File: src/rtl/pfd_pkg.sv
package pfd_pkg;

  typedef enum logic [1:0] {
    CUR_S1 = 2'b00,
    CUR_S2 = 2'b01,
    CUR_S3 = 2'b10,
    CUR_S4 = 2'b11
  } cur_code_e;

  // magnitude grows by one step per code value, starting at one step
  function automatic int unsigned code_units(cur_code_e c, int unsigned step);
    return (32'(c) + 32'd1) * step;
  endfunction

endpackage

File: src/rtl/pfd_edge.sv
module pfd_edge #(
  parameter int N_CH = 2
) (
  input  logic            clk_i,
  input  logic            rst_ni,
  input  logic [N_CH-1:0] lvl_i,
  output logic [N_CH-1:0] rise_o
);

  logic [N_CH-1:0] prev_q;

  for (genvar g = 0; g < N_CH; g++) begin : g_ch
    always_ff @(posedge clk_i or negedge rst_ni) begin
      if (!rst_ni) prev_q[g] <= 1'b0;
      else         prev_q[g] <= lvl_i[g];
    end
    assign rise_o[g] = lvl_i[g] & ~prev_q[g];
  end

endmodule

File: src/rtl/pfd_core.sv
module pfd_core #(
  parameter int WIN_CYC = 12,
  localparam int CNT_W = $clog2(WIN_CYC + 2)
) (
  input  logic clk_i,
  input  logic rst_ni,
  input  logic ref_rise_i,
  input  logic div_rise_i,
  input  logic tri_i,
  output logic up_o,
  output logic dn_o,
  output logic cmp_o,
  output logic win_ok_o,
  output logic idle_o
);

  logic up_q, dn_q, up_d, dn_d;
  logic ref_seen, div_seen, both_seen, active;
  logic [CNT_W-1:0] wid_q;

  assign ref_seen  = up_q | ref_rise_i;
  assign div_seen  = dn_q | div_rise_i;
  assign both_seen = ref_seen & div_seen;
  assign active    = up_q | dn_q;

  // both edges seen -> reset path clears both flops together
  always_comb begin
    up_d = !tri_i && ref_seen && !both_seen;
    dn_d = !tri_i && div_seen && !both_seen;
  end

  always_ff @(posedge clk_i or negedge rst_ni) begin
    if (!rst_ni) begin
      up_q <= 1'b0;
      dn_q <= 1'b0;
    end else begin
      up_q <= up_d;
      dn_q <= dn_d;
    end
  end

  // pulse width counter, saturates at the window limit
  always_ff @(posedge clk_i or negedge rst_ni) begin
    if (!rst_ni)                                wid_q <= '0;
    else if (tri_i || both_seen)                wid_q <= '0;
    else if (active && wid_q != CNT_W'(WIN_CYC)) wid_q <= wid_q + 1'b1;
  end

  assign cmp_o    = !tri_i && both_seen;
  assign win_ok_o = (wid_q + {{(CNT_W-1){1'b0}}, active}) < CNT_W'(WIN_CYC);
  assign idle_o   = !up_q && !dn_q && !up_d && !dn_d;
  assign up_o     = up_q;
  assign dn_o     = dn_q;

  p_no_overlap_r3: assert property (@(posedge clk_i) disable iff (!rst_ni)
    !(up_q && dn_q));
  p_up_start_r1: assert property (@(posedge clk_i) disable iff (!rst_ni)
    (!tri_i && ref_rise_i && !div_rise_i && !dn_q) |=> up_q);
  p_dn_start_r2: assert property (@(posedge clk_i) disable iff (!rst_ni)
    (!tri_i && div_rise_i && !ref_rise_i && !up_q) |=> dn_q);
  p_both_clear_r3: assert property (@(posedge clk_i) disable iff (!rst_ni)
    (up_q && div_rise_i) |=> (!up_q && !dn_q));
  p_tri_pump_r6: assert property (@(posedge clk_i) disable iff (!rst_ni)
    tri_i |=> (!up_q && !dn_q));

endmodule

File: src/rtl/pfd_lock.sv
module pfd_lock #(
  parameter int LOCK_N = 7,
  localparam int LK_W = $clog2(LOCK_N + 1)
) (
  input  logic clk_i,
  input  logic rst_ni,
  input  logic cmp_i,
  input  logic win_ok_i,
  input  logic tri_i,
  output logic lock_o
);

  logic [LK_W-1:0] run_q;

  always_ff @(posedge clk_i or negedge rst_ni) begin
    if (!rst_ni)      run_q <= '0;
    else if (tri_i)   run_q <= '0;
    else if (cmp_i) begin
      if (!win_ok_i)                      run_q <= '0;
      else if (run_q != LK_W'(LOCK_N))    run_q <= run_q + 1'b1;
    end
  end

  assign lock_o = (run_q == LK_W'(LOCK_N));

  p_miss_clear_r9: assert property (@(posedge clk_i) disable iff (!rst_ni)
    (cmp_i && !win_ok_i && !tri_i) |=> !lock_o);
  p_tri_lock_r7: assert property (@(posedge clk_i) disable iff (!rst_ni)
    tri_i |=> (!lock_o && run_q == '0));
  p_lock_rise_r8: assert property (@(posedge clk_i) disable iff (!rst_ni)
    $rose(lock_o) |-> $past(cmp_i && win_ok_i && !tri_i));

endmodule

File: src/rtl/pfd_cur_sync.sv
module pfd_cur_sync #(
  parameter int CODE_W = 2
) (
  input  logic              clk_i,
  input  logic              rst_ni,
  input  logic [CODE_W-1:0] code_i,
  input  logic              load_i,
  input  logic              idle_i,
  output logic [CODE_W-1:0] code_o
);

  logic [CODE_W-1:0] pend_q, code_q;
  logic              pend_vld_q;

  always_ff @(posedge clk_i or negedge rst_ni) begin
    if (!rst_ni) begin
      pend_q     <= '0;
      pend_vld_q <= 1'b0;
      code_q     <= '0;
    end else begin
      if (load_i) begin
        pend_q     <= code_i;
        pend_vld_q <= 1'b1;
      end else if (pend_vld_q && idle_i) begin
        pend_vld_q <= 1'b0;
      end
      if (pend_vld_q && idle_i) code_q <= pend_q;
    end
  end

  assign code_o = code_q;

  p_code_idle_r5: assert property (@(posedge clk_i) disable iff (!rst_ni)
    !$stable(code_q) |-> $past(idle_i));

endmodule

File: src/rtl/pfd_lock_top.sv
module pfd_lock_top
  import pfd_pkg::*;
#(
  parameter int WIN_CYC   = 12,
  parameter int LOCK_N    = 7,
  parameter int UNIT_STEP = 50,
  parameter int UNITS_W   = 8
) (
  input  logic               clk_i,
  input  logic               rst_ni,
  input  logic               ref_i,
  input  logic               div_i,
  input  logic               tri_i,
  input  logic [1:0]         cur_code_i,
  input  logic               cur_load_i,
  output logic               up_o,
  output logic               dn_o,
  output logic [1:0]         cur_code_o,
  output logic [UNITS_W-1:0] cur_units_o,
  output logic               lock_o
);

  logic [1:0] rise;
  logic       cmp, win_ok, idle;
  logic [1:0] code_app;

  pfd_edge #(.N_CH(2)) u_edge (
    .clk_i  (clk_i),
    .rst_ni (rst_ni),
    .lvl_i  ({div_i, ref_i}),
    .rise_o (rise)
  );

  pfd_core #(.WIN_CYC(WIN_CYC)) u_core (
    .clk_i      (clk_i),
    .rst_ni     (rst_ni),
    .ref_rise_i (rise[0]),
    .div_rise_i (rise[1]),
    .tri_i      (tri_i),
    .up_o       (up_o),
    .dn_o       (dn_o),
    .cmp_o      (cmp),
    .win_ok_o   (win_ok),
    .idle_o     (idle)
  );

  pfd_lock #(.LOCK_N(LOCK_N)) u_lock (
    .clk_i    (clk_i),
    .rst_ni   (rst_ni),
    .cmp_i    (cmp),
    .win_ok_i (win_ok),
    .tri_i    (tri_i),
    .lock_o   (lock_o)
  );

  pfd_cur_sync #(.CODE_W(2)) u_cur (
    .clk_i  (clk_i),
    .rst_ni (rst_ni),
    .code_i (cur_code_i),
    .load_i (cur_load_i),
    .idle_i (idle),
    .code_o (code_app)
  );

  assign cur_code_o  = code_app;
  assign cur_units_o = UNITS_W'(code_units(cur_code_e'(code_app), UNIT_STEP));

  p_code_pump_r5: assert property (@(posedge clk_i) disable iff (!rst_ni)
    !$stable(cur_code_o) |-> (!up_o && !dn_o && !$past(up_o) && !$past(dn_o)));

endmodule

File: config.mk
export PLATFORM = sky130hd
export DESIGN_NAME = pfd_lock_top
export DESIGN_NICKNAME = d
export VERILOG_FILES = /design/src/rtl/pfd_pkg.sv /design/src/rtl/pfd_edge.sv /design/src/rtl/pfd_core.sv /design/src/rtl/pfd_lock.sv /design/src/rtl/pfd_cur_sync.sv /design/src/rtl/pfd_lock_top.sv
export SDC_FILE = /design/constraint.sdc
export NUM_CORES = 1
export LEC_CHECK = 0
export CAP_MARGIN = 20
export CORE_MARGIN = 8
export CORE_UTILIZATION = 48
export DETAILED_ROUTE_END_ITERATION = 10
export GPL_TIMING_DRIVEN = 0
export PLACE_DENSITY = 0.78
export SYNTH_ARGS = -nofsm -noshare
export SYNTH_HDL_FRONTEND = slang
export SYNTH_HIERARCHICAL = 1
export SYNTH_SLANG_ARGS = --single-unit
export TNS_END_PERCENT = 20
File: constraint.sdc
create_clock -name clk_i -period 1.9 [get_ports clk_i]
set_input_delay 0.57 -clock clk_i [delete_from_list [all_inputs] [get_ports clk_i]]
set_output_delay 0.57 -clock clk_i [all_outputs]
set_load 0.01 [all_outputs]
==> results of run 1 <==
## cells in the mapped netlist (2+ instances only)
cell type,n,share of area [%]
sky130_fd_sc_hd__o22ai_1,2,1.4
sky130_fd_sc_hd__xnor2_1,4,4.0
sky130_fd_sc_hd__dfrtp_1,16,45
sky130_fd_sc_hd__nor3_1,2,1.1
sky130_fd_sc_hd__o21ai_0,2,1.1
sky130_fd_sc_hd__nor2b_4,2,3.1
sky130_fd_sc_hd__ha_1,7,9.9
sky130_fd_sc_hd__buf_4,2,1.7
sky130_fd_sc_hd__nand3b_1,2,1.7
sky130_fd_sc_hd__nand2_1,2,0.85
sky130_fd_sc_hd__nor2_1,8,3.4
sky130_fd_sc_hd__o32ai_1,2,2.0
sky130_fd_sc_hd__inv_1,7,3.0
sky130_fd_sc_hd__mux2_4,2,3.4
sky130_fd_sc_hd__a21oi_1,3,1.7
sky130_fd_sc_hd__nand2b_1,4,2.8
sky130_fd_sc_hd__mux2_2,2,2.6
## per-layer routing
layer  global-route usage, %  up-vias
met5                       0        -
met4                    4.10        0
met3                    3.91        2
met2                    18.4       15
met1                    11.5      311
li1                        -      334
## worst register-to-register path, delay by kind of cell, from the launching register on
kind             cells  cell delay [ps]
and+or+nand+nor      3              660
DFF                  1              450
muxes                1              310
## metrics by stage
step | power (µW) | setup WS, ps | utilization, %
after global routing | 1140 | -69.6 | 69.0
final | 1070 | -3.91 | 69.0
after CTS | 1040 | -67.8 | 65.9
after floorplan | 609 | 130 | -
after detailed placement | 835 | -223 | 63.9
after global placement | 826 | -204 | 63.9
## layout make-up
class / count / area (µm²)
Fill cell: 142 / 536
Clock buffer: 4 / 36.3
Inverter: 7 / 26.3
Sequential cell: 16 / 402
Buffer: 2 / 15.0
Timing Repair Buffer: 22 / 203
Tap cell: 25 / 31.3
Multi-Input combinational cell: 57 / 478
## power by group
part | total [µW] | leakage [µW] | internal (µW) | switching [µW]
clock network | 223 | 0.0000210 | 116 | 106
registers | 398 | 0.000203 | 370 | 28.9
logic | 446 | 0.000328 | 244 | 202
total | 1070 | 0.000552 | 730 | 337
## cells by family after synthesis
logic type	after synthesis
other	1
flip-flops	16
multiplexers	4
AND/OR/NAND/NOR	26
adder cells (fa/ha/maj)	7
XOR/XNOR	4
AO/OA/AOI/OAI	15
buffers and inverters	9
## worst max-delay path by stage
stage                                from              end  slack, ps  depth (start not counted)
after CTS                 u_cur/code_o[0]   cur_units_o[7]        -70                          4
after floorplan           u_cur/code_o[0]   cur_units_o[5]        130                          3
final                     u_cur/code_o[1]   cur_units_o[7]         -4                          4
after global routing      u_cur/code_o[1]   cur_units_o[5]        -70                          4
after global placement    u_cur/code_o[0]   cur_units_o[5]       -200                          4
after detailed placement            ref_i  u_cur/code_o[1]       -220                          7
## repair_timing
| action | 4_1_cts | 5_1_grt |
|---|---|---|
| setup endpoints to repair | 8 | 9 |
| hold endpoints to repair | 0 | 0 |
| gates cloned | 0 | 0 |
| buffers inserted | 3 | 0 |
| gates resized for setup | 21 | 13 |
## registers in the layout, indices dropped and copies added (netlist names)
signal            flops
u_core/dn_o           1
u_core/up_o           1
u_core/wid_q          4
u_cur/code_o          2
u_cur/pend_q          2
u_cur/pend_vld_q      1
u_edge/prev_q         2
u_lock/run_q          3
==> Implementation_results.wiki, run 1 <==
{| class="wikitable"
! Metric !! Value
|-
| Total count of hold-check failures in the final report || 0
|-
| Share of synthesized flip-flops with an asynchronous set or reset || 100%
|-
| Skew final || ~1.1 ps
|-
| Result of the run || finished, violations left
|-
| Global route overflow || 0
|-
| Worst Max-Slew Pin Slew || 684 ps
|-
| Hold Path Origin || u_cur/pend_q[0]
|-
| Total of hold buffers inserted after clock tree synthesis || 0
|-
| Post-Synth Adder-Cell Area || around a tenth
|-
| Half-perimeter wire length after detailed placement || 1270 µm
|-
| Area growth from synthesis to final layout || 35.0%
|-
| Met3 layer wire length in the routed design || slightly below 90 µm
|-
| Aggregate global-route resource usage || a little over a tenth
|-
| Fraction of final layout cells sized beyond drive strength 1 || 27.8%
|-
| Most used cells in the layout excluding fill and tap cells || sky130_fd_sc_hd__dfrtp_1, sky130_fd_sc_hd__clkdlybuf4s50_1, sky130_fd_sc_hd__nor2_1, sky130_fd_sc_hd__inv_1
|-
| Worst reg-to-reg setup slack || 390 ps
|-
| Total number of vias || 662
|-
| Number of synthesized flops with an enable pin || 0
|-
| Critical path's slowest cell || sky130_fd_sc_hd__dfrtp_1
|-
| CTS sink cnt || 16
|-
| Leakage dissipation || between 0.0005 and 0.0006 µW
|-
| Top-level I/O count || 21
|-
| Mapped Area || 882 µm²
|-
| Post-DRT Antenna Nets || 0
|-
| Startpoint of the worst-slack reg-to-reg timing path || u_core/dn_o
|-
| Xor-xnor portion of the synthesized cell area || 3.97%
|-
| Routed met2 length || around 860 µm
|-
| MaxCap Viol Count || 0
|-
| Power per cell area || between 800 and 900 nW/µm²
|-
| Hold Slack || 525 ps
|-
| Crit-path cells || buf_6 -> ha_4 -> or2_1 -> buf_2
|-
| CP arrival || 1330 ps
|-
| Final weighted congestion in routability-driven placement || roughly 0.69
|-
| Die H || 58.9 µm
|-
| Initial antenna violation count || 0
|-
| Highest net fanout along the worst path || 3
|-
| Setup slack of the critical path after layout || -3.91 ps
|-
| Buffers from clock root to sink, at most || 2
|-
| Setup repair after global routing missed its margin || true
|-
| Post-route cell area || around 1200 µm²
|-
| Nature of the critical path endpoint || primary output
|-
| Number of port buffers || 19
|-
| Distinct cell type count of the synthesized netlist || 30
|-
| Buffers plus inverters on the worst setup path || 2
|-
| Class of the most critical setup path || reg2out
|-
| Ys Warns || 6
|-
| Antenna cells || 0
|-
| Global-route wire length before repair || 2890 µm
|-
| Top Layer Used || met4
|-
| CP startpoint kind || register
|-
| R2R cell count || 4
|-
| Via/cell ratio || approximately 5.0
|-
| Share of the clock period used by the worst path after layout || 100%
|-
| Routed wire length || 1740 µm
|-
| Hold Crit Depth || 1
|-
| Chip Width || just under 60 µm
|-
| Fin Setup TNS || -3.91 ps
|-
| Placed inst area || 1100 µm²
|-
| Classification of the worst-slack hold path || reg2reg
|-
| Main combinational cell family by area after synthesis || simple AND/OR/NAND/NOR gates
|-
| Predominant post-synthesis flop cell || sky130_fd_sc_hd__dfrtp_1
|-
| Synth Area in Compound Gates || 11.8%
|-
| Vias in the first global route || 682
|-
| Post-Synthesis Mean Instance Area || 10.8 µm²
|-
| Standard-cell rows || 15
|-
| Net count of the finished layout || 124
|-
| Post-route met1 wirelength || 772 µm
|-
| Standard cell core area || between 1500 and 2000 µm²
|-
| CTS clock-pin slew for the worst setup and hold paths || roughly 90 ps
|-
| Effective utilization at floorplan || 51.1%
|-
| Final cell count without fillers || 133
|-
| Endpoint of the most critical register-to-register path || u_cur/code_o[1]
|-
| TritonCTS clock tree || built
|-
| Later-pin clock latency in the skew report || about 280 ps
|-
| Largest net degree at the start of global routing || 17
|-
| Number of placed instances, taps included || ~130
|-
| Worst max-slew margin expressed relative to the limit || 54.2%
|-
| Data required time at the worst endpoint || around 1300 ps
|-
| CP top delay family || flip-flops
|-
| Proportion of synthesized area in mux cells || 5.96%
|-
| Slew Viols, Final || 0
|-
| Sequential cell area fraction in the yosys report || 45.4%
|-
| Post-synthesis register bit count || 16
|-
| Slowest cell delay on critical path || approximately 430 ps
|-
| Post-Synth Simple-Gate Area || between 15 and 20%
|-
| Gate Count Post-Synth || 82
|-
| Post-layout min period || 1900 ps
|-
| Area of the die || between 3000 and 4000 µm²
|-
| Most common cell after layout, fill and taps aside || sky130_fd_sc_hd__dfrtp_1
|-
| Worst VDD drop || roughly 0.57 mV
|-
| Violations in the final reports || negative setup slack
|-
| Per-cell routed wire length || 13.1 µm
|-
| CTS root buffer || sky130_fd_sc_hd__clkbuf_4
|-
| Number of H-tree levels || 1
|-
| Post-synthesis net count || 97
|-
| Hold Crit Endpoint || u_cur/code_o[0]
|-
| Number of DRC violations after detailed routing || 0
|-
| Fmax achieved || 525 MHz
|-
| Iteration count of the initial detailed-routing pass || 4
|-
| Final setup fails || 1
|-
| CTS Buf Count || 3
|-
| Initial drt markers || 9
|}
No activity file was read; power rests on OpenSTA's default activity.
==> inputs of run 2 (changes only) <==
--- a/config.mk
+++ b/config.mk
@@ -8,6 +8,7 @@
 export CAP_MARGIN = 20
 export CORE_MARGIN = 8
 export CORE_UTILIZATION = 48
+export CTS_BUF_LIST = sky130_fd_sc_hd__clkbuf_16
 export DETAILED_ROUTE_END_ITERATION = 10
 export GPL_TIMING_DRIVEN = 0
 export PLACE_DENSITY = 0.78
==> Implementation_results.wiki, run 2 (same netlist as run 1, synthesis figures left out) <==
{| class="wikitable"
! Metric !! Value
|-
| Result of the run || finished, final reports clean (was finished, violations left)
|-
| Power per cell area || 1020 nW/µm² (was 896 nW/µm²)
|-
| Die H || 58.9 µm (unchanged)
|-
| CTS sink cnt || 16 (unchanged)
|-
| Worst VDD drop || 0.731 mV (was 0.571 mV)
|-
| Largest register by flop count || u_core/wid_q (unchanged)
|-
| Classification of the worst-slack hold path || reg2reg (unchanged)
|-
| Effective utilization at floorplan || 51.1% (unchanged)
|-
| Most used cells in the layout excluding fill and tap cells || sky130_fd_sc_hd__dfrtp_1, sky130_fd_sc_hd__clkdlybuf4s50_1, sky130_fd_sc_hd__nor2_1, sky130_fd_sc_hd__inv_1 (unchanged)
|-
| Worst Max-Slew Pin Slew || 711 ps (was 684 ps)
|-
| CTS clock-pin slew for the worst setup and hold paths || 50 ps (was 90 ps)
|-
| Top-level I/O count || 21 (unchanged)
|-
| Total number of vias || 672 (was 662)
|-
| Worst max-slew margin expressed relative to the limit || 52.4% (was 54.2%)
|-
| Number of DRC violations after detailed routing || 0 (unchanged)
|-
| Combined flip-flop and latch cell area || 400 µm² (was 402 µm²)
|-
| TritonCTS clock tree || built (unchanged)
|-
| Initial antenna violation count || 0 (unchanged)
|-
| CTS root buffer || sky130_fd_sc_hd__clkbuf_16 (was sky130_fd_sc_hd__clkbuf_4)
|-
| Fraction of power consumed by combinational cells || 33.0% (was 41.8%)
|-
| Worst reg-to-reg setup slack || 410 ps (was 390 ps)
|-
| Filler cell count || 145 (was 142)
|-
| Iteration count of the initial detailed-routing pass || 4 (unchanged)
|-
| Number of H-tree levels || 1 (unchanged)
|-
| Final weighted congestion in routability-driven placement || 0.692 (unchanged)
|-
| CP arrival || 1300 ps (was 1330 ps)
|-
| Final core area utilization || 68.4% (was 69.0%)
|-
| Highest net fanout along the worst path || 4 (was 3)
|-
| Global route overflow || 0 (unchanged)
|-
| Vias in the first global route || 685 (was 682)
|-
| Fraction of final layout cells sized beyond drive strength 1 || 24.3% (was 27.8%)
|-
| Part of the total power dissipated in the clock network || 33.9% (was 20.9%)
|-
| Post-layout min period || 1870 ps (was 1900 ps)
|-
| Net switching power figure || 334 µW (was 337 µW)
|-
| Final setup fails || 0 (was 1)
|-
| Fin Setup TNS || 0 ps (was -3.91 ps)
|-
| Number of flip-flops in the largest register || 4 (unchanged)
|-
| CP startpoint kind || register (unchanged)
|-
| Biggest regs || u_core/wid_q x4, u_lock/run_q x3 (unchanged)
|-
| Initial drt markers || 8 (was 9)
|-
| Total count of hold-check failures in the final report || 0 (unchanged)
|-
| MaxCap Viol Count || 0 (unchanged)
|-
| Leakage dissipation || 0.000531 µW (was 0.000552 µW)
|-
| CTS Buf Count || 3 (unchanged)
|-
| Post-DRT Antenna Nets || 0 (unchanged)
|-
| Area growth from synthesis to final layout || 33.9% (was 35.0%)
|-
| Class of the most critical setup path || reg2out (unchanged)
|-
| Number of port buffers || 19 (unchanged)
|-
| Setup repair after global routing missed its margin || true (unchanged)
|-
| Area of the die || 3470 µm² (unchanged)
|-
| Slew Viols, Final || 0 (unchanged)
|-
| Skew final || 1.35 ps (was 1.09 ps)
|-
| Most common cell after layout, fill and taps aside || sky130_fd_sc_hd__dfrtp_1 (unchanged)
|-
| Via/cell ratio || 5.09 (was 4.98)
|-
| Data required time at the worst endpoint || 1330 ps (about the same)
|-
| Buffers from clock root to sink, at most || 2 (unchanged)
|-
| Per-cell routed wire length || 13.8 µm (was 13.1 µm)
|-
| Relative contribution of sequential cells to total power || 33.1% (was 37.3%)
|-
| Global-route wire length before repair || 3020 µm (was 2890 µm)
|-
| Nature of the critical path endpoint || primary output (unchanged)
|-
| Hold Slack || 511 ps (was 525 ps)
|-
| Routed wire length || 1820 µm (was 1740 µm)
|-
| Largest net degree at the start of global routing || 17 (unchanged)
|-
| Internal Dissipation || 867 µW (was 730 µW)
|-
| Standard-cell rows || 15 (unchanged)
|-
| Aggregate global-route resource usage || 11.2% (was 10.7%)
|-
| Share of the clock period used by the worst path after layout || 98.2% (was 100%)
|-
| Chip Width || 58.9 µm (unchanged)
|-
| Antenna cells || 0 (unchanged)
|-
| Total of hold buffers inserted after clock tree synthesis || 0 (unchanged)
|-
| Half-perimeter wire length after detailed placement || 1270 µm (unchanged)
|-
| Sw frac || 27.8% (was 31.6%)
|-
| Standard cell core area || 1730 µm² (unchanged)
|-
| Area of the multi-input gates || 448 µm² (was 478 µm²)
|-
| Fmax achieved || 536 MHz (was 525 MHz)
|-
| Net count of the finished layout || 123 (was 124)
|-
| Later-pin clock latency in the skew report || 240 ps (was 280 ps)
|}
==> run 2: worst max-delay path, cell delays in order (launching register included) <==
cell                       delay (ps)
sky130_fd_sc_hd__dfrtp_1          380
sky130_fd_sc_hd__buf_4            150
sky130_fd_sc_hd__ha_2             170
sky130_fd_sc_hd__or2_1            220
sky130_fd_sc_hd__clkbuf_2         130
==> run 2: per-layer routing <==
metal  up-vias  global-route usage, %  part of all wire (%)
met5         -                      0                     0
met4         0                   5.12                   1.4
met3         4                   3.48                   7.0
met2        22                   19.0                    49
met1       319                   12.3                    43
li1        327                      -                     -
==> run 2: path summary, 6_finish.rpt <==
check / from / end / depth (start not counted)
setup / recovery: u_cur/code_o[0] / cur_units_o[7] / 4
hold / removal: u_cur/pend_q[0] / u_cur/code_o[0] / 1
setup reg to reg: u_core/dn_o / u_cur/code_o[0] / 4
hold reg to reg: u_cur/pend_q[0] / u_cur/code_o[0] / 1
max in group asynchronous: rst_ni / u_core/wid_q[0] / 1
min in group asynchronous: rst_ni / u_lock/run_q[2] / 1
==> run 2: repair_timing <==
item	CTS	global route
gates resized for setup	14	8
endpoints found under the setup margin	10	7
pin swaps	1	1
cloned	0	0
buffers inserted	2	0
==> run 2: cell type report <==
class	count	share of cell area (%)
well taps	25	2.65
inverters	7	2.22
repair buffers	21	15.4
flip-flops and latches	16	33.9
clock buffers	3	6.36
clock inverters	1	0.318
multi-input cells	57	37.9
plain buffers	2	1.27
==> run 2: power groups by stage <==
stage / logic [µW] / registers, µW / clock network, µW
after floorplan: 198 / 411 / 0
after CTS: 415 / 396 / 411
after global routing: 435 / 402 / 427
after global placement: 417 / 409 / 0
final: 397 / 397 / 407
after detailed placement: 426 / 409 / 0
==> run 2: through the flow <==
step	worst slack (ps)	total power [µW]	std cells	area, µm²
final	33.3	1200	132	1180
after global routing	-30.6	1260	132	1180
after CTS	-94.0	1220	132	1190
after detailed placement	-223	835	126	1100
after global placement	-204	826	126	1100
after floorplan	130	609	82	882
==> inputs of run 3 (changes only) <==
--- a/config.mk
+++ b/config.mk
@@ -6,14 +6,13 @@
 export NUM_CORES = 1
 export LEC_CHECK = 0
 export CAP_MARGIN = 20
-export CORE_MARGIN = 8
 export CORE_UTILIZATION = 48
 export CTS_BUF_LIST = sky130_fd_sc_hd__clkbuf_16
 export DETAILED_ROUTE_END_ITERATION = 10
 export GPL_TIMING_DRIVEN = 0
 export PLACE_DENSITY = 0.78
+export SLEW_MARGIN = 20
 export SYNTH_ARGS = -nofsm -noshare
 export SYNTH_HDL_FRONTEND = slang
 export SYNTH_HIERARCHICAL = 1
 export SYNTH_SLANG_ARGS = --single-unit
-export TNS_END_PERCENT = 20
==> Implementation_results.wiki, run 3 (same netlist as run 1, synthesis figures left out) <==
{| class="wikitable"
! Metric !! Value
|-
| Result of the run || finished, final reports clean (unchanged)
|-
| Fraction of final layout cells sized beyond drive strength 1 || 28.4% (was 24.3%)
|-
| Classification of the worst-slack hold path || reg2reg (unchanged)
|-
| Number of DRC violations after detailed routing || 0 (unchanged)
|-
| Top-level I/O count || 21 (unchanged)
|-
| Standard cell core area || 1730 µm² (unchanged)
|-
| Sw frac || 27.1% (was 27.8%)
|-
| Fraction of power consumed by combinational cells || 37.5% (was 33.0%)
|-
| Skew final || 0.986 ps (was 1.35 ps)
|-
| CTS sink cnt || 16 (unchanged)
|-
| Half-perimeter wire length after detailed placement || 1150 µm (was 1270 µm)
|-
| Fmax achieved || 539 MHz (was 536 MHz)
|-
| Worst max-slew margin expressed relative to the limit || 52.5% (was 52.4%)
|-
| Slew Viols, Final || 0 (unchanged)
|-
| Global-route wire length before repair || 2590 µm (was 3020 µm)
|-
| Nature of the critical path endpoint || primary output (unchanged)
|-
| Total count of hold-check failures in the final report || 0 (unchanged)
|-
| CP arrival || 1280 ps (was 1300 ps)
|-
| Tot Pwr || 1260 µW (was 1200 µW)
|-
| Post-DRT Antenna Nets || 0 (unchanged)
|-
| Part of the total power dissipated in the clock network || 30.6% (was 33.9%)
|-
| Number of H-tree levels || 1 (unchanged)
|-
| Leakage dissipation || 0.000561 µW (was 0.000531 µW)
|-
| Share of the clock period used by the worst path after layout || 97.6% (was 98.2%)
|-
| Area growth from synthesis to final layout || 40.7% (was 33.9%)
|-
| Area of the die || 2010 µm² (was 3470 µm²)
|-
| Highest net fanout along the worst path || 4 (unchanged)
|-
| CTS Buf Count || 3 (unchanged)
|-
| Setup repair after global routing missed its margin || false (was true)
|-
| Hold Path Origin || u_cur/pend_q[1] (was u_cur/pend_q[0])
|-
| Final weighted congestion in routability-driven placement || 0.690 (was 0.692)
|-
| Worst reg-to-reg setup slack || 440 ps (was 410 ps)
|-
| Routed wire length || 1660 µm (was 1820 µm)
|-
| Buffers from clock root to sink, at most || 2 (unchanged)
|-
| Post-layout min period || 1850 ps (was 1870 ps)
|-
| Standard-cell rows || 15 (unchanged)
|-
| Largest net degree at the start of global routing || 17 (unchanged)
|-
| Hold Slack || 499 ps (was 511 ps)
|-
| Per-cell routed wire length || 12.4 µm (was 13.8 µm)
|-
| Biggest regs || u_core/wid_q x4, u_lock/run_q x3 (unchanged)
|-
| CTS clock-pin slew for the worst setup and hold paths || 40 ps (was 50 ps)
|-
| Global route overflow || 0 (unchanged)
|-
| Relative contribution of sequential cells to total power || 31.9% (was 33.1%)
|-
| Via/cell ratio || 5.01 (was 5.09)
|-
| CTS root buffer || sky130_fd_sc_hd__clkbuf_16 (unchanged)
|-
| TritonCTS clock tree || built (unchanged)
|-
| Placed inst area || 1100 µm² (unchanged)
|-
| Total number of vias || 671 (was 672)
|-
| Antenna cells || 0 (unchanged)
|-
| Largest register by flop count || u_core/wid_q (unchanged)
|-
| Final setup fails || 0 (unchanged)
|-
| Data required time at the worst endpoint || 1330 ps (about the same)
|-
| CP startpoint kind || register (unchanged)
|-
| Chip Width || 44.9 µm (was 58.9 µm)
|-
| Effective utilization at floorplan || 51.1% (unchanged)
|-
| Post-route cell area || 1240 µm² (was 1180 µm²)
|-
| Hold Crit Endpoint || u_cur/code_o[1] (was u_cur/code_o[0])
|-
| Initial drt markers || 8 (unchanged)
|-
| Endpoint of the most critical register-to-register path || u_cur/code_o[0] (unchanged)
|-
| Most common cell after layout, fill and taps aside || sky130_fd_sc_hd__dfrtp_1 (unchanged)
|-
| Number of flip-flops in the largest register || 4 (unchanged)
|-
| Number of port buffers || 19 (unchanged)
|-
| Initial antenna violation count || 0 (unchanged)
|-
| Vias in the first global route || 623 (was 685)
|-
| Net switching power figure || 341 µW (was 334 µW)
|-
| Internal Dissipation || 916 µW (was 867 µW)
|-
| Total of hold buffers inserted after clock tree synthesis || 0 (unchanged)
|-
| Later-pin clock latency in the skew report || 240 ps (about the same)
|-
| Die H || 44.9 µm (was 58.9 µm)
|-
| Startpoint of the worst-slack reg-to-reg timing path || u_core/dn_o (unchanged)
|-
| Iteration count of the initial detailed-routing pass || 4 (unchanged)
|-
| Worst VDD drop || 0.561 mV (was 0.731 mV)
|-
| R2R cell count || 4 (unchanged)
|-
| Power per cell area || 1010 nW/µm² (was 1020 nW/µm²)
|-
| Class of the most critical setup path || reg2out (unchanged)
|-
| Most used cells in the layout excluding fill and tap cells || sky130_fd_sc_hd__dfrtp_1, sky130_fd_sc_hd__clkdlybuf4s50_1, sky130_fd_sc_hd__buf_4, sky130_fd_sc_hd__nor2_1, sky130_fd_sc_hd__inv_1 (was sky130_fd_sc_hd__dfrtp_1, sky130_fd_sc_hd__clkdlybuf4s50_1, sky130_fd_sc_hd__nor2_1, sky130_fd_sc_hd__inv_1)
|-
| Hold Crit Depth || 1 (unchanged)
|-
| MaxCap Viol Count || 0 (unchanged)
|-
| Net count of the finished layout || 126 (was 123)
|-
| Aggregate global-route resource usage || 17.8% (was 11.2%)
|-
| Worst Max-Slew Pin Slew || 711 ps (about the same)
|}
==> run 3: what timing repair did <==
action,in CTS,in global routing
endpoints found under the setup margin,8,7
setup buffers,3,2
pin swaps,0,1
gates resized for setup,16,11
==> run 3: worst max-delay path by stage <==
stage,to,cells after the start,start
finish,cur_code_o[0],2,u_cur/code_o[0]
global route,u_cur/code_o[0],7,div_i
detailed placement,cur_units_o[5],4,u_cur/code_o[0]
CTS,cur_units_o[5],4,u_cur/code_o[0]
global placement,cur_units_o[5],4,u_cur/code_o[0]
floorplan,cur_units_o[5],3,u_cur/code_o[0]
==> run 3: cell type report <==
type,instances,area [µm²]
fillers,136,485
well taps,25,31.3
flip-flops and latches,16,402
repair buffers,24,214
plain buffers,2,15.0
multi-input cells,57,478
inverters,7,26.3
clock buffers,3,75.1
==> run 3: through the flow <==
step                setup TNS (ps)  setup slack (ps)  util, %  cells
floorplan                        0               130        -     82
global placement              -952              -193     63.9    126
detailed placement           -1230              -234     63.9    126
finish                           0              45.3     71.9    134
CTS                          -51.9             -42.3     68.7    132
global route                     0             0.806     71.9    134
==> run 3: worst max-delay path, cell delays in order, from the launching register on <==
cell and delay, ps:
sky130_fd_sc_hd__dfrtp_1 380, sky130_fd_sc_hd__buf_6 130, sky130_fd_sc_hd__clkdlybuf4s50_1 530
==> run 3: power by group through the flow <==
stage          Sequential, µW  Clock [µW]  Combinational, µW
2_1_floorplan             411           0                198
3_3_place_gp              409           0                409
3_5_place_dp              411           0                418
4_1_cts                   398         402                412
5_1_grt                   404         415                510
6_report                  401         384                472
==> run 3: routing by layer <==
layer	up-vias	wire length, µm	GRT usage [%]
met5	-	0	0
met4	0	9	7.27
met3	2	65	2.40
met2	17	871	30.6
met1	318	716	22.7
li1	334	-	-
